$ cat config.mk
export PLATFORM = sky130hd
export DESIGN_NAME = cell_stat_bank
export DESIGN_NICKNAME = d
export VERILOG_FILES = /design/src/rtl/cell_stat_pkg.sv /design/src/rtl/cell_stat_ctr.sv /design/src/rtl/cell_stat_snap.sv /design/src/rtl/cell_stat_irq.sv /design/src/rtl/cell_stat_bank.sv
export SDC_FILE = /design/constraint.sdc
export NUM_CORES = 1
export LEC_CHECK = 0
export ABC_AREA = 1
export BUFFER_PORTS_ARGS = -buffer_cell sky130_fd_sc_hd__buf_2
export CORE_UTILIZATION = 56
export DETAILED_ROUTE_END_ITERATION = 12
export PLACE_DENSITY_LB_ADDON = 0.3
export SYNTH_ARGS = -nofsm -noshare
export SYNTH_HDL_FRONTEND = slang
export SYNTH_SLANG_ARGS = --single-unit
export TNS_END_PERCENT = 100
$ cat constraint.sdc
create_clock -name clk_i -period 1.9 [get_ports clk_i]
set_input_delay 0.38 -clock clk_i [delete_from_list [all_inputs] [get_ports clk_i]]
set_output_delay 0.38 -clock clk_i [all_outputs]
set_load 0.01 [all_outputs]
$ cat src/rtl/cell_stat_pkg.sv
package cell_stat_pkg;
  localparam int unsigned DW     = 8;
  localparam int unsigned SNAP_W = 3 * DW;
  localparam int unsigned IRQ_W  = 4;

  localparam logic [7:0] A_SNAP_MID  = 8'h00;
  localparam logic [7:0] A_SNAP_HI   = 8'h01;
  localparam logic [7:0] A_CNT_EN    = 8'h02;
  localparam logic [7:0] A_CELL_CLR  = 8'h04;
  localparam logic [7:0] A_CELL_PEEK = 8'h05;
  localparam logic [7:0] A_IDLE_CLR  = 8'h06;
  localparam logic [7:0] A_IDLE_PEEK = 8'h07;
  localparam logic [7:0] A_ERR_CLR   = 8'h08;
  localparam logic [7:0] A_ERR_PEEK  = 8'h09;
  localparam logic [7:0] A_ERR_THR   = 8'h0A;
  localparam logic [7:0] A_IRQ       = 8'h0C;
  localparam logic [7:0] A_IRQ_MSK   = 8'h0D;

  localparam logic [7:0] THR_RST = 8'h80;
endpackage

$ cat src/rtl/cell_stat_ctr.sv
module cell_stat_ctr #(
  parameter int unsigned W = 24
) (
  input  logic         clk_i,
  input  logic         rst_ni,
  input  logic         en_i,
  input  logic         evt_i,
  input  logic         clr_i,
  output logic [W-1:0] cnt_o,
  output logic [W-1:0] nxt_o,
  output logic         step_o
);
  localparam logic [W-1:0] CNT_MAX = {W{1'b1}};
  localparam logic [W-1:0] CNT_ONE = {{(W-1){1'b0}}, 1'b1};

  logic [W-1:0] cnt_q;
  logic         inc, sat;

  assign inc = en_i & evt_i;
  assign sat = (cnt_q == CNT_MAX);

  always_comb begin
    if (clr_i)            nxt_o = inc ? CNT_ONE : '0;
    else if (inc && !sat) nxt_o = cnt_q + CNT_ONE;
    else                  nxt_o = cnt_q;
  end

  // increment took effect this cycle
  assign step_o = inc & (clr_i | ~sat);

  always_ff @(posedge clk_i or negedge rst_ni) begin
    if (!rst_ni) cnt_q <= '0;
    else         cnt_q <= nxt_o;
  end

  assign cnt_o = cnt_q;


  sat_hold_chk: assert property (@(posedge clk_i) disable iff (!rst_ni)
    (cnt_q == CNT_MAX && !clr_i) |=> cnt_q == CNT_MAX);

  clr_inc_chk: assert property (@(posedge clk_i) disable iff (!rst_ni)
    (clr_i && en_i && evt_i) |=> cnt_q == CNT_ONE);

  clr_zero_chk: assert property (@(posedge clk_i) disable iff (!rst_ni)
    (clr_i && !(en_i && evt_i)) |=> cnt_q == '0);
endmodule

$ cat src/rtl/cell_stat_snap.sv
module cell_stat_snap #(
  parameter int unsigned DW = 8
) (
  input  logic          clk_i,
  input  logic          rst_ni,
  input  logic          snap_i,
  input  logic [DW-1:0] mid_i,
  input  logic [DW-1:0] hi_i,
  output logic [DW-1:0] mid_o,
  output logic [DW-1:0] hi_o
);
  always_ff @(posedge clk_i or negedge rst_ni) begin
    if (!rst_ni) begin
      mid_o <= '0;
      hi_o  <= '0;
    end else if (snap_i) begin
      mid_o <= mid_i;
      hi_o  <= hi_i;
    end
  end


  snap_hold_chk: assert property (@(posedge clk_i) disable iff (!rst_ni)
    !snap_i |=> ($stable(mid_o) && $stable(hi_o)));
endmodule

$ cat src/rtl/cell_stat_irq.sv
module cell_stat_irq #(
  parameter int unsigned N = 4
) (
  input  logic         clk_i,
  input  logic         rst_ni,
  input  logic [N-1:0] set_i,
  input  logic         clr_wr_i,
  input  logic         msk_wr_i,
  input  logic [N-1:0] wdata_i,
  output logic [N-1:0] flags_o,
  output logic [N-1:0] mask_o,
  output logic         irq_o
);
  logic [N-1:0] flags_q, mask_q;

  always_ff @(posedge clk_i or negedge rst_ni) begin
    if (!rst_ni) begin
      flags_q <= '0;
      mask_q  <= '0;
    end else begin
      flags_q <= (flags_q & ~(clr_wr_i ? wdata_i : '0)) | set_i;
      if (msk_wr_i) mask_q <= wdata_i;
    end
  end

  assign flags_o = flags_q;
  assign mask_o  = mask_q;
  assign irq_o   = |(flags_q & mask_q);


  flag_set_chk: assert property (@(posedge clk_i) disable iff (!rst_ni)
    (|set_i) |=> (flags_q & $past(set_i)) == $past(set_i));

  w1c_chk: assert property (@(posedge clk_i) disable iff (!rst_ni)
    (clr_wr_i && !(|set_i)) |=> (flags_q & $past(wdata_i)) == '0);
endmodule

$ cat src/rtl/cell_stat_bank.sv
module cell_stat_bank
  import cell_stat_pkg::*;
#(
  parameter int unsigned WIDE_W = 24,
  parameter int unsigned ERR_W  = 8
) (
  input  logic          clk_i,
  input  logic          rst_ni,
  input  logic          cell_evt_i,
  input  logic          idle_evt_i,
  input  logic          err_evt_i,
  input  logic          rd_i,
  input  logic          wr_i,
  input  logic [7:0]    addr_i,
  input  logic [DW-1:0] wdata_i,
  output logic [DW-1:0] rdata_o,
  output logic          irq_o
);
  localparam int unsigned  NWIDE    = 2;
  localparam logic [WIDE_W-1:0] WIDE_MAX = {WIDE_W{1'b1}};
  localparam logic [ERR_W-1:0]  ERR_MAX  = {ERR_W{1'b1}};

  logic [2:0]        en_q;
  logic [DW-1:0]     thr_q;
  logic [NWIDE-1:0]  wide_evt, wide_clr, wide_step, wide_sat;
  logic [WIDE_W-1:0] wide_cnt [NWIDE];
  logic [WIDE_W-1:0] wide_nxt [NWIDE];
  logic [ERR_W-1:0]  err_cnt, err_nxt;
  logic              err_clr, err_step;
  logic              snap;
  logic [SNAP_W-1:0] snap_src;
  logic [DW-1:0]     snap_mid, snap_hi;
  logic [IRQ_W-1:0]  irq_set, flags, mask;

  assign wide_evt = {idle_evt_i, cell_evt_i};
  assign wide_clr = {rd_i && addr_i == A_IDLE_CLR, rd_i && addr_i == A_CELL_CLR};
  assign err_clr  = rd_i && addr_i == A_ERR_CLR;

  for (genvar g = 0; g < NWIDE; g++) begin : g_wide
    cell_stat_ctr #(.W(WIDE_W)) u_ctr (
      .clk_i  (clk_i),
      .rst_ni (rst_ni),
      .en_i   (en_q[g]),
      .evt_i  (wide_evt[g]),
      .clr_i  (wide_clr[g]),
      .cnt_o  (wide_cnt[g]),
      .nxt_o  (wide_nxt[g]),
      .step_o (wide_step[g])
    );
    assign wide_sat[g] = wide_step[g] && wide_nxt[g] == WIDE_MAX;
  end

  cell_stat_ctr #(.W(ERR_W)) u_err (
    .clk_i  (clk_i),
    .rst_ni (rst_ni),
    .en_i   (en_q[2]),
    .evt_i  (err_evt_i),
    .clr_i  (err_clr),
    .cnt_o  (err_cnt),
    .nxt_o  (err_nxt),
    .step_o (err_step)
  );

  // config registers
  always_ff @(posedge clk_i or negedge rst_ni) begin
    if (!rst_ni) begin
      en_q  <= '0;
      thr_q <= THR_RST;
    end else if (wr_i) begin
      if (addr_i == A_CNT_EN)  en_q  <= wdata_i[2:0];
      if (addr_i == A_ERR_THR) thr_q <= wdata_i;
    end
  end

  // snapshot source: the counter being read, widened to three bytes
  always_comb begin
    snap = 1'b1;
    unique case (addr_i)
      A_CELL_CLR, A_CELL_PEEK: snap_src = SNAP_W'(wide_cnt[0]);
      A_IDLE_CLR, A_IDLE_PEEK: snap_src = SNAP_W'(wide_cnt[1]);
      A_ERR_CLR,  A_ERR_PEEK:  snap_src = SNAP_W'(err_cnt);
      default: begin
        snap     = 1'b0;
        snap_src = '0;
      end
    endcase
  end

  cell_stat_snap #(.DW(DW)) u_snap (
    .clk_i  (clk_i),
    .rst_ni (rst_ni),
    .snap_i (rd_i & snap),
    .mid_i  (snap_src[2*DW-1:DW]),
    .hi_i   (snap_src[3*DW-1:2*DW]),
    .mid_o  (snap_mid),
    .hi_o   (snap_hi)
  );

  assign irq_set = {wide_sat[1], wide_sat[0],
                    err_step && err_nxt == ERR_MAX,
                    err_step && err_nxt == ERR_W'(thr_q)};

  cell_stat_irq #(.N(IRQ_W)) u_irq (
    .clk_i    (clk_i),
    .rst_ni   (rst_ni),
    .set_i    (irq_set),
    .clr_wr_i (wr_i && addr_i == A_IRQ),
    .msk_wr_i (wr_i && addr_i == A_IRQ_MSK),
    .wdata_i  (wdata_i[IRQ_W-1:0]),
    .flags_o  (flags),
    .mask_o   (mask),
    .irq_o    (irq_o)
  );

  always_comb begin
    unique case (addr_i)
      A_SNAP_MID:              rdata_o = snap_mid;
      A_SNAP_HI:               rdata_o = snap_hi;
      A_CNT_EN:                rdata_o = DW'(en_q);
      A_CELL_CLR, A_CELL_PEEK: rdata_o = snap_src[DW-1:0];
      A_IDLE_CLR, A_IDLE_PEEK: rdata_o = snap_src[DW-1:0];
      A_ERR_CLR,  A_ERR_PEEK:  rdata_o = snap_src[DW-1:0];
      A_ERR_THR:               rdata_o = thr_q;
      A_IRQ:                   rdata_o = DW'(flags);
      A_IRQ_MSK:               rdata_o = DW'(mask);
      default:                 rdata_o = '0;
    endcase
  end


  cell_gate_chk: assert property (@(posedge clk_i) disable iff (!rst_ni)
    (!en_q[0] && !wide_clr[0]) |=> $stable(wide_cnt[0]));
endmodule

After elaboration in Yosys (flattened, before gate mapping). Index checks and enable logic that the tools add are counted.

Register bits after elaboration: 91. Output and inout bits: 9. Word-level logic and storage cells: 83.

Add/sub/neg operators: 3. Eq/ne operators: 18. Muxes and demuxes: 13. Bitwise operators: 17. Reductions and logical operators: 23.

Operator list (count): $eq 24x24->1 const B (4); $mux 24 (4); $pmux 24 s3 (1); $pmux 8 s7 (1); $add 24x1->24 const B (2); $eq 8x4->1 const B (5); $eq 8x3->1 const B (4); $eq 8x8->1 const B (2); $mux 8 (2); $logic_and 1x1->1 (12); $add 8x1->8 const B (1); $and 4x4->4 (2); $eq 8x1->1 const B (1); $eq 8x2->1 const B (1); $eq 8x8->1 (1); $logic_not 8->1 (1); $and 1x1->1 (7); $reduce_or 2->1 (3); $reduce_or 6->1 (1); $mux 1 (4); $mux 4 (1); $not 4->4 (1); $or 4x4->4 (1); $reduce_and 2->1 (2); other kinds (4) (10).

Depth between registers and ports, before layout. Gate-level depths: netlist of run 1.

Word-level depth: 8. Gate-level depth with buffers: 17. Gate-level depth less buffers: 16.

Hierarchy. A second synthesis of run 1 with hierarchy kept.

Cells, all modules: 931. Area, all modules: 6309.8 um^2.

By module, submodules not included: cell_stat_ctr (g_wide[0].u_ctr ...) (times used 2, cells an instance 225, area an instance 1586.5 um^2, sequential area each 600.6 um^2); cell_stat_bank (times used 1, cells an instance 296, area an instance 1639.1 um^2, sequential area each 276.5 um^2); cell_stat_snap (times used 1, cells an instance 68, area an instance 644.4 um^2, sequential area each 400.4 um^2); cell_stat_ctr (u_err) (times used 1, cells an instance 72, area an instance 509.2 um^2, sequential area each 200.2 um^2); cell_stat_irq (times used 1, cells an instance 45, area an instance 344.1 um^2, sequential area each 200.2 um^2).

Worst setup path after synthesis of run 1. OpenSTA, ideal clock, no wires.

Path type: register to register. Start point: reg g_wide[0].u_ctr.cnt_q[0]. End point: reg u_irq.flags_q[2] (netlist: u_irq.flags_o[2]). Arrival time: 1960 ps. Data required time: 1835 ps. Path slack: -125 ps. Stages on the path, launching flop included: 14. Buffers on the path: 1. Clock period less this slack: 2025 ps. Cell sequence: dfrtp_1 > ha_1 > nand3_1 > inv_1 > nand2_1 > nor2_4 > a21oi_2 > buf_6 > nor2_1 > a21oi_1 > nand3_1 > nor2_1 > nand3_1 > nand2_1.

Cells in the longest elaborated chain, start to end: 8. Elaborated cells between the ends (all ways): 12. Those cells by class: 1 x add/sub; 2 x eq/ne; 2 x mux; 4 x bitwise; 3 x reduce/logical.

Ends and longest elaborated chain: from (decl) (line cell_stat_ctr.sv:16) `logic [W-1:0] cnt_q;`; from (signal assigned) (line cell_stat_ctr.sv:33) `else cnt_q <= nxt_o;`; parallel branches: the longest is 6 deep, another holds $add 24x1->24; $logic_and 1x1->1 * (line cell_stat_bank.sv:50) `assign wide_sat[g] = wide_step[g] && wide_nxt[g] == WIDE_MAX;`; $or 4x4->4 * (line cell_stat_irq.sv:21) `flags_q <= (flags_q & ~(clr_wr_i ? wdata_i : '0)) | set_i;`; to (signal assigned) (line cell_stat_irq.sv:21); to (decl) (line cell_stat_irq.sv:14) `logic [N-1:0] flags_q, mask_q;`.

Every way passes the cells marked *. A chain may end at the register's enable or synchronous reset.

Worst setup path after layout of run 1.
Start point: reg g_wide[1].u_ctr.cnt_q[10]. End point: reg u_irq.flags_q[3] (netlist: u_irq.flags_o[3]).

Cells in the longest elaborated chain, start to end: 8. Elaborated cells between the ends (all ways): 12. Those cells by class: 1 x add/sub; 2 x eq/ne; 2 x mux; 4 x bitwise; 3 x reduce/logical.

Ends and longest elaborated chain: from (decl) (line cell_stat_ctr.sv:16); from (signal assigned) (line cell_stat_ctr.sv:33); $eq 24x24->1 (line cell_stat_ctr.sv:20) `assign sat = (cnt_q == CNT_MAX);`; $logic_not 1->1 (line cell_stat_ctr.sv:24) `else if (inc && !sat) nxt_o = cnt_q + CNT_ONE;`; $logic_and 1x1->1 (line cell_stat_ctr.sv:24); $mux 24 (line cell_stat_ctr.sv:24); $mux 24 (line cell_stat_ctr.sv:23) `if (clr_i) nxt_o = inc ? CNT_ONE : '0;`; via g_wide[1].u_ctr.nxt_o[1] (line cell_stat_ctr.sv:10) `output logic [W-1:0] nxt_o,`; $eq 24x24->1 (line cell_stat_bank.sv:50); $logic_and 1x1->1 (line cell_stat_bank.sv:50); $or 4x4->4 (line cell_stat_irq.sv:21).

The timed path passes the listed nets, and every way through them passes these cells.

==> results.toml, run 1 <==
[timing]
rsz0062_at_grt = "yes"
fin_worst_skew_ps = 11.9
report.final.slew_viol_count = 0
fin_crit_ps = 2160
relSlewSlack_pct = 55.1
finalHoldViolations = 0
fin_crit_sh_pct = 114
finalSetupViolations = 14
setup-tns-final_ps = -1820
worstMarginPinSlew_ps = 666
max_freq_mhz = 462
setup_ws_ps = -265

[synthesis]
synth_top_cell_area_share_pct = 36.1
ys.flop_type = "dfrtp_1"
avgSynthCellArea_um2 = 6.65
synthCells = 939
synth_warnings = 0
synth.net_count = 965
yosys-top-cells-area = "dfrtp_1 36%, nand2_1 17%, inv_1 8.8%"
synth-edff-count = 0
yosys_register_bits = 91
synth_cell_types = 38
yosysSeqAreaShare_pct = 36.5
yosys-top-cells-count = "285 x nand2_1, 146 x inv_1, 125 x nor2_1"
synthesis.area_um2 = 6250
async_reset_ff_share_pct = 100
synth_top_cell_by_area = "dfrtp_1"
synth_most_common_cell = "nand2_1"

[cells_and_area]
fin_cells = 1352
drive_gt1_share_pct = 35.8
num-fill-cells = 629
multi_input_area_um2 = 3870
diodes = 0
final-seq-area_um2 = 2280
final_util_pct = 84.9
finalNetCount = 1233
syn2layout_area_growth_pct = 47.3
final_cell_area_um2 = 9210

[grt]
gr-usage-all-layers_pct = 41.1
gr-total-overflow = 0
grt_pass1_vias = 7177
grt_pass1_wl_um = 35700
antenna_found_initial = 0
grt_max_degree = 29

[clock_tree]
clock-sinks = 91
root_buffer = "clkbuf_8"
cts_tree = "built"
cts_max_level = 3
cts-buffers-inserted = 9
clk_pin_slew_worst_paths_ps = 90
clk_latency_ps = 400
clock_path_buffers = 2

[floorplanning]
die_width_um = 108
row_count = 38
core_um2 = 10800
fp.dieH_um = 108
die_area_um2 = 11600
io-pin-count = 32
start_util_pct = 57.6

[placed_design]
pre_cts_slack_ps = -287
io_buffer_count = 31
place.gp.congestion = 0.996
dpl.cell_count = 1313
dp_hpwl_um = 17400
dpl_cell_area_um2 = 8250

[routing]
drc_errors = 0
drt-total-wl_um = 25000
wl_per_cell_um = 18.5
first_pass_iters = 8
num_vias = 7808
viasPerCell = 5.78
drtIter0Drc = 770
ant_nets = 0

[setup_path]
worstSetupEndpointType = "register"
start_kind = "register"
crit_path_max_fanout = 4
crit_type = "reg -> reg"
crit_arrival_ps = 2490
reg2reg_slack_ps = -260
required_ps = 2230

[power]
leakagePower_nw = 5.12
vdd_ir_drop_max_v = 0.00102
p_per_area_nw_per_um2 = 1030

[min_path]
hold_path.class = "in -> reg"

[run]
maxCapViolCount = 0

[status]
status = "finished with violations"
violations = "negative setup slack"
-- report_power, final --
part	total (W)	switching, W	leakage, nW	internal [W]
combinational	0.00576	0.00328	4.02	0.00248
clock	0.00121	0.000740	0.0774	0.000475
sequential	0.00255	0.000263	1.02	0.00228
-- placed cells by master, fill, tap and decap left out, types with 18 or more instances in the layout --
master / netlist / routed
nand2_1: 285 / 270
buf_2: 5 / 25
buf_4: 1 / 225
inv_1: 146 / 128
nand4_1: 20 / 20
o21ai_0: 36 / 27
dfrtp_1: 90 / 89
nor2_1: 125 / 104
nand3_1: 93 / 78
buf_6: 4 / 19
nor2_2: 8 / 19
xor2_1: 18 / 18
-- state kept, by name, indices dropped and copies added, names as in the netlist --
signal and count:
en_q 3, g_wide.u_ctr.cnt_o 48, thr_q 8, u_err.cnt_o 8, u_irq.flags_o 4, u_irq.mask_o 4, u_snap.hi_o 8, u_snap.mid_o 8
-- cell families (layout without fill, tap and decap cells) --
kind of cell | Yosys count | in the layout | share of synthesized area (%)
buffers and inverters | 167 | 439 | 10.7
muxes | 16 | 16 | 2.88
and+or+nand+nor | 556 | 556 | 38.0
DFF | 91 | 91 | 36.5
xor gates and xnor gates | 21 | 21 | 2.94
AOI/OAI and AO/OA | 85 | 86 | 8.45
adders and majority gates | 3 | 3 | 0.601
-- final timing paths --
path,start,to,cells past startpoint
setup / recovery,g_wide[1].u_ctr.cnt_o[10]$_DFF_PN0_,u_irq.flags_o[3]$_DFF_PN0_,15
hold / removal,wdata_i[4],thr_q[4]$_DFFE_PN0P_,2
setup reg to reg,g_wide[1].u_ctr.cnt_o[10]$_DFF_PN0_,u_irq.flags_o[3]$_DFF_PN0_,15
hold reg to reg,thr_q[7]$_DFFE_PN1P_,thr_q[7]$_DFFE_PN1P_,2
max in group asynchronous,rst_ni,g_wide[1].u_ctr.cnt_o[2]$_DFF_PN0_,3
min in group asynchronous,rst_ni,u_err.cnt_o[0]$_DFF_PN0_,2
-- per-layer routing --
metal  global-route usage (%)  part of all wire (%)
met5                        0                     0
met4                     20.5                   5.7
met3                     7.57                   9.5
met2                     66.7                    46
met1                     52.4                    38
-- layout make-up --
class	instances	area share, %
Clock buffer	13	1.51
Clock inverter	3	0.190
Multi-Input combinational cell	682	42.1
Timing Repair Buffer	276	23.4
Sequential cell	91	24.8
Tap cell	140	1.90
Inverter	147	6.18
-- worst max-delay path, stage by stage, from the launching register on --
cell	delay, ps
dfrtp_1	400
nand2_1	90
nor2_1	190
nand2_2	140
nor2_8	180
nand2_8	90
buf_6	140
nand3_2	60
nand2_2	60
nor2_4	110
nand2_1	80
nor2_1	120
nand3_1	100
nor2_1	180
nand2_1	100
nand2_1	60
-- what timing repair did --
action,CTS,global route
hold buffers,1,0
resized for setup,91,76
buffers inserted,13,11
endpoints found under the hold margin,24,0
gates cloned,0,1
setup endpoints to repair,15,20
pin swaps,40,43
-- metrics by stage --
step           total power, W  hold WS (ps)
2_1_floorplan         0.00497          84.4
3_3_place_gp          0.00727           339
3_5_place_dp          0.00741           343
4_1_cts               0.00883           213
5_1_grt                0.0100           222
6_report              0.00952           220
Note: power is estimated with default switching activity, not from simulation.
==> run 2: changes to the inputs <==
--- a/config.mk
+++ b/config.mk
@@ -5,7 +5,7 @@
 export SDC_FILE = /design/constraint.sdc
 export NUM_CORES = 1
 export LEC_CHECK = 0
-export ABC_AREA = 1
+export ABC_CLOCK_PERIOD_IN_PS = 1900
 export BUFFER_PORTS_ARGS = -buffer_cell sky130_fd_sc_hd__buf_2
 export CORE_UTILIZATION = 56
 export DETAILED_ROUTE_END_ITERATION = 12
==> results.toml, run 2 <==
[grt]
grt_max_degree = 37
gr-total-overflow = 0
gr-usage-all-layers_pct = 40.1
grt_pass1_vias = 6115
grt_pass1_wl_um = 31100
antenna_found_initial = 2

[placed_design]
place.gp.congestion = 1.00
dp_hpwl_um = 13900
io_buffer_count = 31
dpl.cell_count = 910
dpl_cell_area_um2 = 7230

[floorplanning]
io-pin-count = 32
die_area_um2 = 10300
start_util_pct = 58.6
fp.dieH_um = 101
core_um2 = 9420
row_count = 35
die_width_um = 101

[synthesis]
yosysSeqAreaShare_pct = 41.3
async_reset_ff_share_pct = 100
synth_top_cell_by_area = "dfrtp_1"
yosys-top-cells-area = "dfrtp_1 41%, mux2i_1 5.4%, nand2_1 4.4%"
synthesis.area_um2 = 5520
synthMuxAreaShare_pct = 8.70
synthCells = 597
ys.flop_type = "dfrtp_1"
synth_top_cell_area_share_pct = 40.8
synth-simple-area-share_pct = 25.5
synth_cell_types = 63
synth_most_common_cell = "dfrtp_1"
yosys_register_bits = 91
synth_warnings = 0
synthXorXnorAreaFrac_pct = 8.09
synth-edff-count = 0
yosys-top-cells-count = "90 x dfrtp_1, 64 x nand2_1, 61 x nor2_1"
synth_compound_area_share_pct = 12.8
synthAdderAreaFrac_pct = 0.680
avgSynthCellArea_um2 = 9.25
synth.net_count = 623
synth_top_family_by_area = "simple AND/OR/NAND/NOR gates"

[setup_path]
required_ps = 2160
crit_type = "reg -> reg"
crit_path_max_fanout = 8
r2r-end = "g_wide[1].u_ctr.cnt_o[0]$_DFF_PN0_"
cpMaxStageDelayCell = "dfrtp_1"
ff2ff_path_depth = 10
cp_num_buf_inv = 4
worstSetupEndpointType = "register"
reg2reg_slack_ps = -920
critPathMaxStageDelay_ps = 520
crit_chain = "ha_2 > nand4_1 > nor3_1 > buf_4 > a21oi_4 > buf_6 > buf_8 > buf_6 > nor3_1 > a221o_1"
crit_arrival_ps = 3080
worstReg2RegStart = "g_wide[1].u_ctr.cnt_o[0]$_DFF_PN0_"
cpLargestDelayFamily = "simple AND/OR/NAND/NOR gates"
start_kind = "register"

[timing]
finalSetupViolations = 43
fin_crit_ps = 2820
report.final.slew_viol_count = 0
setup_ws_ps = -921
fin_crit_sh_pct = 148
relSlewSlack_pct = 63.3
worstMarginPinSlew_ps = 550
rsz0062_at_grt = "yes"
finalHoldViolations = 0
hold_slack_ps = 238
max_freq_mhz = 355
fin_worst_skew_ps = 27.6
setup-tns-final_ps = -17150

[routing]
drc_errors = 0
viasPerCell = 6.94
wl_per_cell_um = 25.5
drt-total-wl_um = 24700
ant_nets = 0
first_pass_iters = 6
num_vias = 6721
drtIter0Drc = 1002

[clock_tree]
clock-sinks = 91
root_buffer = "clkbuf_8"
cts_max_level = 3
clock_path_buffers = 2
cts_tree = "built"
clk_pin_slew_worst_paths_ps = 120
cts-buffers-inserted = 9
clk_latency_ps = 380

[run]
maxCapViolCount = 0

[power]
pwr-share-seq_pct = 45.8
sw_frac_of_total_pct = 31.2
power_frac_clock_pct = 34.2
p_per_area_nw_per_um2 = 549
vdd_ir_drop_max_v = 0.000475
p_sw_w = 0.00145
leakagePower_nw = 3.91
p_comb_share_pct = 20.0
internal-power_w = 0.00320

[min_path]
whs_path_depth = 2
hold-path-endpoint = "thr_q[4]$_DFFE_PN0P_"
min_from = "wdata_i[4]"
hold_path.class = "in -> reg"

[cells_and_area]
final_cell_mix = "196 x buf_4, 89 x dfrtp_1, 56 x nand2_1, 50 x nor2_1, 30 x buf_2"
diodes = 0
largest_reg_flops = 48
drive_gt1_share_pct = 45.9
syn2layout_area_growth_pct = 53.8
mostFrequentLayoutCell = "buf_4"
final_cell_area_um2 = 8490
finalNetCount = 860
fin_cells = 968

[status]
violations = "negative setup slack"
status = "finished with violations"
## run 2: cell types whose count changed after synthesis, moves of 9 or more
| cell | change |
|---|---|
| o22ai_1 | -11 |
| inv_1 | -142 |
| xnor2_1 | +22 |
| nor2_1 | -64 |
| mux2i_1 | +30 |
| o31ai_1 | +20 |
| a221oi_1 | -9 |
| and3_1 | +10 |
| o21ai_0 | -26 |
| a22oi_1 | +16 |
| nand3_1 | -67 |
| nand2_1 | -221 |
| nor3_1 | +19 |
## run 2: how the worst max path moves through the flow
stage / startpoint / to / slack (ps) / cells past startpoint
global placement: addr_i[5] / u_irq.flags_o[0]$_DFF_PN0_ / -500 / 9
detailed placement: addr_i[5] / u_irq.flags_o[0]$_DFF_PN0_ / -610 / 8
global route: g_wide[1].u_ctr.cnt_o[0]$_DFF_PN0_ / g_wide[1].u_ctr.cnt_o[19]$_DFF_PN0_ / -1110 / 11
floorplan: addr_i[5] / rdata_o[4] / -340 / 6
CTS: addr_i[6] / rdata_o[3] / -390 / 7
finish: g_wide[1].u_ctr.cnt_o[0]$_DFF_PN0_ / g_wide[1].u_ctr.cnt_o[0]$_DFF_PN0_ / -920 / 10
## run 2: cell type report
| class | count | area (um^2) |
|---|---|---|
| multi-input cells | 469 | 3770 |
| flip-flops and latches | 91 | 2280 |
| repair buffers | 258 | 2030 |
| fillers | 394 | 927 |
| well taps | 129 | 161 |
| clock buffers | 10 | 138 |
| clock inverters | 6 | 95.1 |
| inverters | 5 | 18.8 |
## run 2: cells by family (layout without fill, tap and decap cells)
| family | after synthesis | in the layout |
|---|---|---|
| AND/OR/NAND/NOR | 273 | 273 |
| AO/OA/AOI/OAI | 96 | 96 |
| flip-flops | 91 | 91 |
| XOR/XNOR | 51 | 51 |
| multiplexers | 46 | 46 |
| buffers and inverters | 37 | 279 |
| adder cells (fa/ha/maj) | 3 | 3 |
## run 2: per-stage QoR
step | total power [W] | util [%] | worst slack, ps
after floorplan | 0.00246 | - | -338
after global placement | 0.00283 | 76.7 | -498
after detailed placement | 0.00286 | 76.7 | -608
after CTS | 0.00444 | 84.2 | -393
after global routing | 0.00477 | 90.2 | -1110
final | 0.00466 | 90.2 | -921
## run 2: timing repair
| action | in CTS | in global routing |
|---|---|---|
| cloned | 0 | 1 |
| setup endpoints to repair | 44 | 60 |
| hold buffers | 1 | 0 |
| setup buffers | 25 | 27 |
| resized for setup | 57 | 83 |
| endpoints found under the hold margin | 32 | 0 |
| pin swaps | 38 | 46 |
## run 2: layer usage
layer  track usage (%)  up-vias  wire (um)
li1                  -     2671          -
met1              50.8     3175       8330
met2              66.3      639      11200
met3              7.11      232       3090
met4              20.0        4       2090
met5                 0        -         23
## run 2: power groups by stage
stage / combinational, W / clock (W) / sequential (W)
2_1_floorplan: 0.000312 / 0 / 0.00215
3_3_place_gp: 0.000707 / 0 / 0.00212
5_1_grt: 0.000979 / 0.00165 / 0.00214
3_5_place_dp: 0.000724 / 0 / 0.00214
4_1_cts: 0.000778 / 0.00156 / 0.00211
6_report: 0.000932 / 0.00159 / 0.00213
